===== config.mk =====
export PLATFORM = sky130hd
export DESIGN_NAME = sdram_pwrup_seq
export DESIGN_NICKNAME = d
export VERILOG_FILES = /design/src/rtl/sdram_init_pkg.sv /design/src/rtl/sdram_init_timer.sv /design/src/rtl/sdram_init_fsm.sv /design/src/rtl/sdram_init_cmd_drv.sv /design/src/rtl/sdram_pwrup_seq.sv
export SDC_FILE = /design/constraint.sdc
export NUM_CORES = 1
export LEC_CHECK = 0
export ABC_AREA = 1
export BUFFER_PORTS_ARGS = -buffer_cell sky130_fd_sc_hd__buf_2
export CELL_PAD_IN_SITES_DETAIL_PLACEMENT = 1
export CELL_PAD_IN_SITES_GLOBAL_PLACEMENT = 1
export CORE_MARGIN = 2
export CORE_UTILIZATION = 43
export DETAILED_ROUTE_END_ITERATION = 7
export PLACE_DENSITY_LB_ADDON = 0.1
export SLEW_MARGIN = 10
export SYNTH_ARGS = -nofsm -noshare
export SYNTH_HDL_FRONTEND = slang
export SYNTH_SLANG_ARGS = --single-unit
export TNS_END_PERCENT = 20

===== constraint.sdc =====
create_clock -name clk -period 3.35 [get_ports clk]
set_input_delay 0.67 -clock clk [delete_from_list [all_inputs] [get_ports clk]]
set_output_delay 0.67 -clock clk [all_outputs]
set_load 0.05 [all_outputs]

===== src/rtl/sdram_init_pkg.sv =====
package sdram_init_pkg;

  typedef enum logic [1:0] {
    CMD_NOP = 2'd0,
    CMD_PRE = 2'd1,
    CMD_MRS = 2'd2,
    CMD_REF = 2'd3
  } init_cmd_t;

  typedef enum logic [2:0] {
    ST_PAUSE,
    ST_PRE,
    ST_MRS,
    ST_REF,
    ST_WAIT,
    ST_DONE
  } seq_state_t;

  typedef struct packed {
    logic cs_n;
    logic ras_n;
    logic cas_n;
    logic we_n;
  } cmd_pins_t;

  // Round a nanosecond limit up to whole clock cycles, never below one.
  function automatic int ns_to_cycles(input int ns, input int tck_ns);
    int c;
    c = (ns + tck_ns - 1) / tck_ns;
    if (c < 1) c = 1;
    return c;
  endfunction

  function automatic int max_of(input int a, input int b);
    return (a > b) ? a : b;
  endfunction

  function automatic cmd_pins_t encode_cmd(input init_cmd_t c);
    cmd_pins_t p;
    case (c)
      CMD_PRE: p = '{cs_n: 1'b0, ras_n: 1'b0, cas_n: 1'b1, we_n: 1'b0};
      CMD_MRS: p = '{cs_n: 1'b0, ras_n: 1'b0, cas_n: 1'b0, we_n: 1'b0};
      CMD_REF: p = '{cs_n: 1'b0, ras_n: 1'b0, cas_n: 1'b0, we_n: 1'b1};
      default: p = '{cs_n: 1'b0, ras_n: 1'b1, cas_n: 1'b1, we_n: 1'b1};
    endcase
    return p;
  endfunction

endpackage


===== src/rtl/sdram_init_timer.sv =====
module sdram_init_timer #(
  parameter int CNT_W   = 16,
  parameter int RST_VAL = 2
) (
  input  logic             clk,
  input  logic             rst,
  input  logic             load,
  input  logic [CNT_W-1:0] load_val,
  output logic             busy,
  output logic             expire
);

  logic [CNT_W-1:0] cnt;

  always_ff @(posedge clk) begin
    if (rst)
      cnt <= CNT_W'(RST_VAL);
    else if (load)
      cnt <= load_val;
    else if (cnt != '0)
      cnt <= cnt - CNT_W'(1);
  end

  assign busy   = (cnt != '0);
  assign expire = (cnt == CNT_W'(1));

endmodule


===== src/rtl/sdram_init_fsm.sv =====
module sdram_init_fsm
  import sdram_init_pkg::*;
#(
  parameter int N_REFRESH     = 8,
  parameter bit REFRESH_FIRST = 1'b0,
  parameter int CNT_W         = 16,
  parameter int RP_CYC        = 2,
  parameter int RC_CYC        = 5,
  parameter int RSC_CYC       = 1
) (
  input  logic             clk,
  input  logic             rst,
  input  logic             timer_expire,
  output init_cmd_t        cmd,
  output logic             timer_load,
  output logic [CNT_W-1:0] timer_val,
  output logic             done
);

  localparam int REF_W = $clog2(N_REFRESH + 1);

  seq_state_t       state, pend, follow;
  logic [REF_W-1:0] ref_cnt;
  logic             last_ref;
  logic             is_cmd;
  logic [CNT_W-1:0] gap_cyc;

  assign last_ref = (ref_cnt == REF_W'(N_REFRESH - 1));

  always_comb begin
    cmd     = CMD_NOP;
    follow  = ST_DONE;
    gap_cyc = CNT_W'(1);
    is_cmd  = 1'b0;
    case (state)
      ST_PRE: begin
        cmd     = CMD_PRE;
        is_cmd  = 1'b1;
        gap_cyc = CNT_W'(RP_CYC);
        follow  = REFRESH_FIRST ? ST_REF : ST_MRS;
      end
      ST_MRS: begin
        cmd     = CMD_MRS;
        is_cmd  = 1'b1;
        gap_cyc = CNT_W'(RSC_CYC);
        follow  = REFRESH_FIRST ? ST_DONE : ST_REF;
      end
      ST_REF: begin
        cmd     = CMD_REF;
        is_cmd  = 1'b1;
        gap_cyc = CNT_W'(RC_CYC);
        if (!last_ref)          follow = ST_REF;
        else if (REFRESH_FIRST) follow = ST_MRS;
        else                    follow = ST_DONE;
      end
      default: ;
    endcase
  end

  // A gap of one cycle needs no wait state; longer gaps park in ST_WAIT.
  assign timer_load = is_cmd && (gap_cyc > CNT_W'(1));
  assign timer_val  = gap_cyc - CNT_W'(1);

  always_ff @(posedge clk) begin
    if (rst) begin
      state   <= ST_PAUSE;
      pend    <= ST_DONE;
      ref_cnt <= '0;
    end else begin
      case (state)
        ST_PAUSE: if (timer_expire) state <= ST_PRE;
        ST_WAIT:  if (timer_expire) state <= pend;
        ST_PRE, ST_MRS, ST_REF: begin
          if (timer_load) begin
            state <= ST_WAIT;
            pend  <= follow;
          end else begin
            state <= follow;
          end
          if (state == ST_REF) ref_cnt <= ref_cnt + REF_W'(1);
        end
        default: state <= ST_DONE;
      endcase
    end
  end

  assign done = (state == ST_DONE);

endmodule


===== src/rtl/sdram_init_cmd_drv.sv =====
module sdram_init_cmd_drv
  import sdram_init_pkg::*;
#(
  parameter int                ADDR_W    = 11,
  parameter int                BANK_W    = 1,
  parameter int                AP_BIT    = 10,
  parameter logic [ADDR_W-1:0] MODE_WORD = '0
) (
  input  init_cmd_t         cmd,
  output cmd_pins_t         pins,
  output logic [ADDR_W-1:0] addr,
  output logic [BANK_W-1:0] ba,
  output logic              fire
);

  assign pins = encode_cmd(cmd);
  assign fire = (cmd != CMD_NOP);
  assign ba   = '0;

  for (genvar b = 0; b < ADDR_W; b++) begin : g_addr
    if (b == AP_BIT) begin : g_ap
      assign addr[b] = (cmd == CMD_MRS) ? MODE_WORD[b] : (cmd == CMD_PRE);
    end else begin : g_plain
      assign addr[b] = (cmd == CMD_MRS) & MODE_WORD[b];
    end
  end

endmodule


===== src/rtl/sdram_pwrup_seq.sv =====
module sdram_pwrup_seq
  import sdram_init_pkg::*;
#(
  parameter int                TCK_NS        = 10,
  parameter int                PAUSE_NS      = 200000,
  parameter int                TRP_NS        = 15,
  parameter int                TRC_NS        = 45,
  parameter int                TRSC_NS       = 10,
  parameter int                N_REFRESH     = 8,
  parameter bit                REFRESH_FIRST = 1'b0,
  parameter int                ADDR_W        = 11,
  parameter int                BANK_W        = 1,
  parameter int                AP_BIT        = 10,
  parameter logic [ADDR_W-1:0] MODE_WORD    = 11'h020
) (
  input  logic              clk,
  input  logic              rst,
  output logic              sd_cs_n,
  output logic              sd_ras_n,
  output logic              sd_cas_n,
  output logic              sd_we_n,
  output logic              sd_cke,
  output logic              sd_dqm,
  output logic [ADDR_W-1:0] sd_addr,
  output logic [BANK_W-1:0] sd_ba,
  output logic              init_done
);

  localparam int PAUSE_CYC = ns_to_cycles(PAUSE_NS, TCK_NS);
  localparam int RP_CYC    = ns_to_cycles(TRP_NS, TCK_NS);
  localparam int RC_CYC    = ns_to_cycles(TRC_NS, TCK_NS);
  localparam int RSC_CYC   = ns_to_cycles(TRSC_NS, TCK_NS);
  localparam int MAX_CYC   = max_of(max_of(PAUSE_CYC, RP_CYC), max_of(RC_CYC, RSC_CYC));
  localparam int CNT_W     = $clog2(MAX_CYC + 1);

  // Named internal events, visible to the bound checker.
  logic             timer_busy;
  logic             timer_expire;
  logic             timer_load;
  logic [CNT_W-1:0] timer_val;
  logic             cmd_fire;
  init_cmd_t        cur_cmd;
  cmd_pins_t        pins;
  logic             seq_done;

  sdram_init_timer #(
    .CNT_W   (CNT_W),
    .RST_VAL (PAUSE_CYC)
  ) u_timer (
    .clk      (clk),
    .rst      (rst),
    .load     (timer_load),
    .load_val (timer_val),
    .busy     (timer_busy),
    .expire   (timer_expire)
  );

  sdram_init_fsm #(
    .N_REFRESH     (N_REFRESH),
    .REFRESH_FIRST (REFRESH_FIRST),
    .CNT_W         (CNT_W),
    .RP_CYC        (RP_CYC),
    .RC_CYC        (RC_CYC),
    .RSC_CYC       (RSC_CYC)
  ) u_fsm (
    .clk          (clk),
    .rst          (rst),
    .timer_expire (timer_expire),
    .cmd          (cur_cmd),
    .timer_load   (timer_load),
    .timer_val    (timer_val),
    .done         (seq_done)
  );

  sdram_init_cmd_drv #(
    .ADDR_W    (ADDR_W),
    .BANK_W    (BANK_W),
    .AP_BIT    (AP_BIT),
    .MODE_WORD (MODE_WORD)
  ) u_drv (
    .cmd  (cur_cmd),
    .pins (pins),
    .addr (sd_addr),
    .ba   (sd_ba),
    .fire (cmd_fire)
  );

  assign sd_cs_n   = pins.cs_n;
  assign sd_ras_n  = pins.ras_n;
  assign sd_cas_n  = pins.cas_n;
  assign sd_we_n   = pins.we_n;
  assign sd_cke    = 1'b1;
  assign sd_dqm    = ~seq_done;
  assign init_done = seq_done;

endmodule


==> reports/results.ini, run 1 <==
[outcome]
status=finished clean

[timing]
fmax_ghz=0.4285
final-hold-violation-count=0
worst_pin_slew_ns=0.5336
fin_skew_ns=0.007158
holdWs_ns=0.4857
setup_tns_ns=0
slew_violations=0
post-route-period-util_pct=69.66
period_minus_slack_ns=2.334
maxSlewHeadroom_pct=64.30
setup_viol=0
rsz0062_at_grt=false

[hold_path]
whs_endpoint=u_fsm.ref_cnt[3]
hp-start=u_fsm.ref_cnt[3]
hold_depth=2
min_path_type=reg2reg

[setup_path]
cpMostUsedCell=inv_2
critPathLaunchType=flip-flop
critPathRequiredTime_ns=2.68
crit_path_cell_trace=inv_2 > nand2_2 > inv_2 > ha_1 > buf_2
critPathCaptureType=primary output
crit_type=reg2out
r2r_cells=6
r2r_slack_ns=1.78
reg2reg_from=u_fsm.state[2]
worst-path-max-fanout=16
cp_slowest_stage_delay_ns=0.39
arrival_ns=1.66
crit_slowest_cell=dfxtp_1
r2r_end=u_timer.cnt[4]

[run]
cap_violations=0

[global_route]
antenna_found_initial=0
grt_pass1_wl_um=5664
grt_pass1_vias=1267
grt_overflow=0
grt_max_degree=17
track_usage_pct=18.27

[routing]
drtAntennaViolNets=0
dr.pass1.iters=4
drt_first_iter_violations=46
routed-via-count=1279
avgRoutedWirePerCell_um=12.53
drc=0
totalWireLength_um=3309
post_drt_via_cell_ratio=4.845

[placement]
portBuffers=8
place.gp.congestion=0.8297
dpl.hpwl_um=2668

[synth]
syn_area_per_cell_sq_um=7.003
synth_cell_types=26
yosysWarnings=0
ys_seq_elements=25
netlist_instances=211
seq_area_frac_synth_pct=33.87
syn_area_sq_um=1478

[cts]
cts_num_sinks=25
holdBufCountCts=0
cts_max_level=1
cts-buffers-inserted=3
clk_pin_slew_ns=0.14
cts_tree=yes
clock_latency_ns=0.32
cts_setup_buffers=0
root_buffer=clkbuf_4
cts_buffer_depth=2
cts_resized=0

[power]
power_density_nw_per_um2=404.9
peakVddDrop_mv=0.1611
p_leak_uw=0.0007049
power.total_uw=622.1

[floorplanning]
ioPinCount=21
die_width_um=62.62
start_util_pct=44.63
coreArea_sq_um=3311
row_count=21
die_h_um=62.62
dieArea_sq_um=3921

[layout]
drive_gt1_share_pct=15.14
area_growth_pct=3.979
n_fill_cell=450
diodes=0
post-route-util_pct=46.41
nNetsFinal=227

-- sequential cells by signal (all words and copies together), names as in the netlist --
| signal | cells |
|---|---|
| u_fsm.pend | 3 |
| u_timer.cnt | 15 |
| u_fsm.ref_cnt | 4 |
| u_fsm.state | 3 |
-- where the power goes --
group          switching, uW  internal [uW]
clock network           93.0           44.8
logic                    107           41.0
registers               22.2            314
total                    222            400
-- cell type report --
class	instances	area, sq um	share of cell area, %
clock inverters	1	5.005	0.3257
well taps	46	57.56	3.746
multi-input cells	154	809.5	52.69
inverters	27	101.3	6.596
clock buffers	3	22.52	1.466
flip-flops and latches	25	500.5	32.57
repair buffers	8	40.04	2.606
-- worst max path at each step --
stage | startpoint | endpoint | slack [ns]
after floorplan | u_fsm.state[2] | sd_dqm | 0.98
after global placement | u_fsm.state[2] | sd_we_n | 1.43
after detailed placement | u_fsm.state[2] | sd_we_n | 1.38
after CTS | u_fsm.state[2] | sd_we_n | 1.0
after global routing | u_fsm.state[0] | sd_we_n | 0.90
final | u_fsm.state[2] | sd_we_n | 1.02
-- per-stage QoR --
| step | std cells | setup slack (ns) | instance area (sq um) |
|---|---|---|---|
| global route | 264 | 0.8986 | 1536 |
| finish | 264 | 1.016 | 1536 |
| floorplan | 221 | 0.9811 | 1515 |
| CTS | 264 | 0.9992 | 1536 |
| detailed placement | 260 | 1.383 | 1509 |
| global placement | 260 | 1.428 | 1509 |
-- worst max-delay path, delay by kind of cell (launching register included) --
family | cells | cell delay (ns)
flip-flops | 1 | 0.39
buffers and inverters | 3 | 0.42
AND/OR/NAND/NOR | 1 | 0.25
adder cells (fa/ha/maj) | 1 | 0.28
-- cells in the final DEF, fill, tap and decap left out, types with 3 or more instances in the layout --
cell type,instances
nand2_1,41
nor2_1,29
dfxtp_1,25
inv_1,23
nand3_1,16
conb_1,12
a21oi_1,10
buf_2,8
nand2_2,6
o21ai_0,6
ha_1,6
nor2_2,5
nor2_4,4
xor2_1,3
nand3b_1,3
nand4_1,3
nor3_1,3
clkbuf_4,3
-- kinds of logic (layout without fill, tap and decap cells) --
kind of cell             Yosys count  after routing  share of synthesized area [%]
AO/OA/AOI/OAI                     19             19                          6.605
XOR/XNOR                           3              3                          1.778
adder cells (fa/ha/maj)            6              6                          5.080
buffers and inverters             42             39                          13.89
flip-flops                        25             25                          33.87
other                              2             12                         0.5082
AND/OR/NAND/NOR                  114            114                          38.27
-- per-layer routing --
layer | GRT usage (%) | share of wire [%] | vias to the layer above
met1 | 21.44 | 45 | 605
met3 | 2.703 | 2.4 | 5
met4 | 6.667 | 1.6 | 0
li1 | - | - | 653
met2 | 33.47 | 51 | 16
met5 | 0 | 0 | -
-- synthesized netlist by cell type (all sizes together) --
cell    number  area (sq um)
nand2       47         191.4
nor2        39         205.2
dfxtp       25         500.5
inv         25         93.84
nand3       18         100.1
buf         14         100.1
a21oi       10         50.05
o21ai        8         40.04
ha           6         75.07
nand4        4         31.28
nand3b       3         22.52
nor3         3         15.01
xor2         3         26.28
clkinv       2         7.510
conb         2         7.510
a21o         1         7.510
clkbuf       1         3.750
Power figures use the tool's default switching activity.
==> run 2: changes to the inputs <==
--- a/config.mk
+++ b/config.mk
@@ -10,7 +10,7 @@
 export CELL_PAD_IN_SITES_DETAIL_PLACEMENT = 1
 export CELL_PAD_IN_SITES_GLOBAL_PLACEMENT = 1
 export CORE_MARGIN = 2
-export CORE_UTILIZATION = 43
+export CORE_UTILIZATION = 40
 export DETAILED_ROUTE_END_ITERATION = 7
 export PLACE_DENSITY_LB_ADDON = 0.1
 export SLEW_MARGIN = 10
==> constraint.sdc (replaced) <==
create_clock -name clk -period 2.4 [get_ports clk]
set_input_delay 0.48 -clock clk [delete_from_list [all_inputs] [get_ports clk]]
set_output_delay 0.48 -clock clk [all_outputs]
set_load 0.05 [all_outputs]
==> run 2 against run 1 <==
Effect of this change:
- largest power group unchanged
- global-route usage barely moved
- combinational power is 37% higher
- largest cell class unchanged
- critical path type unchanged
- critical endpoint unchanged
- worst hold slack lost 0.013 ns
- cell area grew 1.5%
- non-clock buffer count stayed put
- sequential share of layout area shrank 0.50 points
- critical path depth did not move
- power up 50%
- clock skew increased by 0.0030 ns
- die area is 7.0% higher
- sequential power increased by 39%
==> reports/results.ini, run 2 (same netlist as run 1, synthesis figures left out) <==
[setup_path]
critPathLaunchType=flip-flop
crit_type=reg2out
arrival_ns=1.62  ; -0.04 ns
critPathCaptureType=primary output
worst-path-max-fanout=16  ; unchanged
critPathRequiredTime_ns=1.92  ; -0.76 ns

[timing]
fin_skew_ns=0.01012  ; +0.002960 ns
fmax_ghz=0.4766
setup_viol=0  ; unchanged
final-hold-violation-count=0  ; unchanged
rsz0062_at_grt=false
maxSlewHeadroom_pct=65.46  ; +1.2 points
period_minus_slack_ns=2.098
worst_pin_slew_ns=0.5161  ; -0.01746 ns
post-route-period-util_pct=87.43
slew_violations=0  ; unchanged
setup_tns_ns=0  ; unchanged

[routing]
routed-via-count=1247  ; -2.5%
drt_first_iter_violations=37  ; -20%
post_drt_via_cell_ratio=4.688  ; -3.2%
dr.pass1.iters=2  ; -2
totalWireLength_um=3248  ; -1.8%
drtAntennaViolNets=0  ; unchanged
drc=0  ; unchanged
avgRoutedWirePerCell_um=12.21  ; -2.6%

[cts]
cts_resized=0  ; unchanged
cts_tree=yes
cts-buffers-inserted=3  ; unchanged
cts_setup_buffers=0  ; unchanged
clock_latency_ns=0.28  ; -0.04 ns
clk_pin_slew_ns=0.10  ; -0.04 ns
cts_buffer_depth=2  ; unchanged
cts_max_level=1  ; unchanged
root_buffer=clkbuf_8
cts_num_sinks=25  ; unchanged
holdBufCountCts=0  ; unchanged

[floorplanning]
coreArea_sq_um=3606  ; +8.9%
die_h_um=64.78  ; +3.4%
ioPinCount=21  ; unchanged
row_count=22  ; +4.8%
dieArea_sq_um=4196  ; +7.0%
start_util_pct=40.98  ; -3.7 points
die_width_um=64.78  ; +3.4%

[layout]
regMostFlops=u_timer.cnt
post-route-util_pct=43.27  ; -3.1 points
largest_reg_flops=15  ; unchanged
nNetsFinal=227  ; unchanged
drive_gt1_share_pct=15.14  ; unchanged
fin_area_sq_um=1560  ; +1.5%
n_fill_cell=486  ; +8.0%
layout_commonest_cell=nand2_1
instances_no_fill=266  ; +0.76%
largest_registers=u_timer.cnt (15), u_fsm.ref_cnt (4)
final_cell_mix=nand2_1 (41), nor2_1 (29), dfxtp_1 (25)
diodes=0  ; unchanged
area_growth_pct=5.589

[placement]
place.gp.congestion=0.7877  ; -5.1%
dpl_cell_area_sq_um=1511  ; +0.17%
dpl.hpwl_um=2616  ; -2.0%
portBuffers=8  ; unchanged
placed_cells=262  ; +0.77%

[global_route]
grt_max_degree=17  ; unchanged
use_met2_pct=31.70  ; -1.8 points
grt_pass1_vias=1301  ; +2.7%
use_met3_pct=2.083  ; -0.62 points
antenna_found_initial=0  ; unchanged
grt.busiest_layer=met2
grt_overflow=0  ; unchanged
gr-usage-met1_pct=22.38  ; +0.93 points
grt_pass1_wl_um=5858  ; +3.4%
track_usage_pct=18.31  ; +0.047 points

[power]
p_clk_share_pct=28.0  ; +5.8 points
intPower_uw=613.4  ; +53%
peakVddDrop_mv=0.2132  ; +32%
power.total_uw=933.1  ; +50%
power.switching_uw=319.7  ; +44%
p_leak_uw=0.0007089  ; +0.57%
netSwitchingFraction_pct=34.26  ; -1.4 points
p_comb_share_pct=21.8  ; -1.9 points
p_seq_share_pct=50.2  ; -3.9 points
power_density_nw_per_um2=598.0  ; +48%

[run]
cap_violations=0  ; unchanged

[outcome]
status=finished clean

[hold_path]
min_path_type=reg2reg

-- run 2: final cells by class --
cell class	count	area (sq um)	share of cell area [%]
well taps	48	60.06	3.849
multi-input cells	154	809.5	51.88
clock buffers	3	41.29	2.646
clock inverters	1	7.507	0.4812
repair buffers	8	40.04	2.566
inverters	27	101.3	6.496
flip-flops and latches	25	500.5	32.08
-- run 2: final timing paths --
check	start	depth (start not counted)	endpoint	slack, ns
setup reg to reg	u_fsm.state[2]	6	u_timer.cnt[8]	0.84
hold reg to reg	u_fsm.pend[1]	2	u_fsm.pend[1]	0.47
setup / recovery	u_fsm.state[2]	5	sd_we_n	0.30
hold / removal	u_fsm.pend[1]	2	u_fsm.pend[1]	0.47
-- run 2: through the flow --
| step | hold slack (ns) | worst slack [ns] |
|---|---|---|
| detailed placement | 0.4597 | 0.6078 |
| global placement | 0.4545 | 0.6576 |
| global route | 0.5009 | 0.1818 |
| CTS | 0.4773 | 0.2917 |
| finish | 0.4730 | 0.3016 |
| floorplan | 0.4208 | 0.2211 |
-- run 2: critical path, stage by stage (launching register included) --
cell	delay (ns)
dfxtp_1	0.37
inv_2	0.07
nand2_2	0.26
inv_2	0.10
ha_1	0.29
buf_2	0.25
-- run 2: routing by layer --
metal / part of all wire, % / up-vias
met4: 1.7 / 0
li1: - / 650
met5: 0 / -
met1: 47 / 576
met3: 2.2 / 4
met2: 49 / 17
-- run 2: power groups by stage --
stage | sequential, uW | clock (uW) | combinational (uW)
finish | 468 | 262 | 203
global route | 473 | 289 | 229
CTS | 469 | 278 | 205
detailed placement | 479 | 0 | 203
global placement | 478 | 0 | 201
floorplan | 472 | 0 | 189
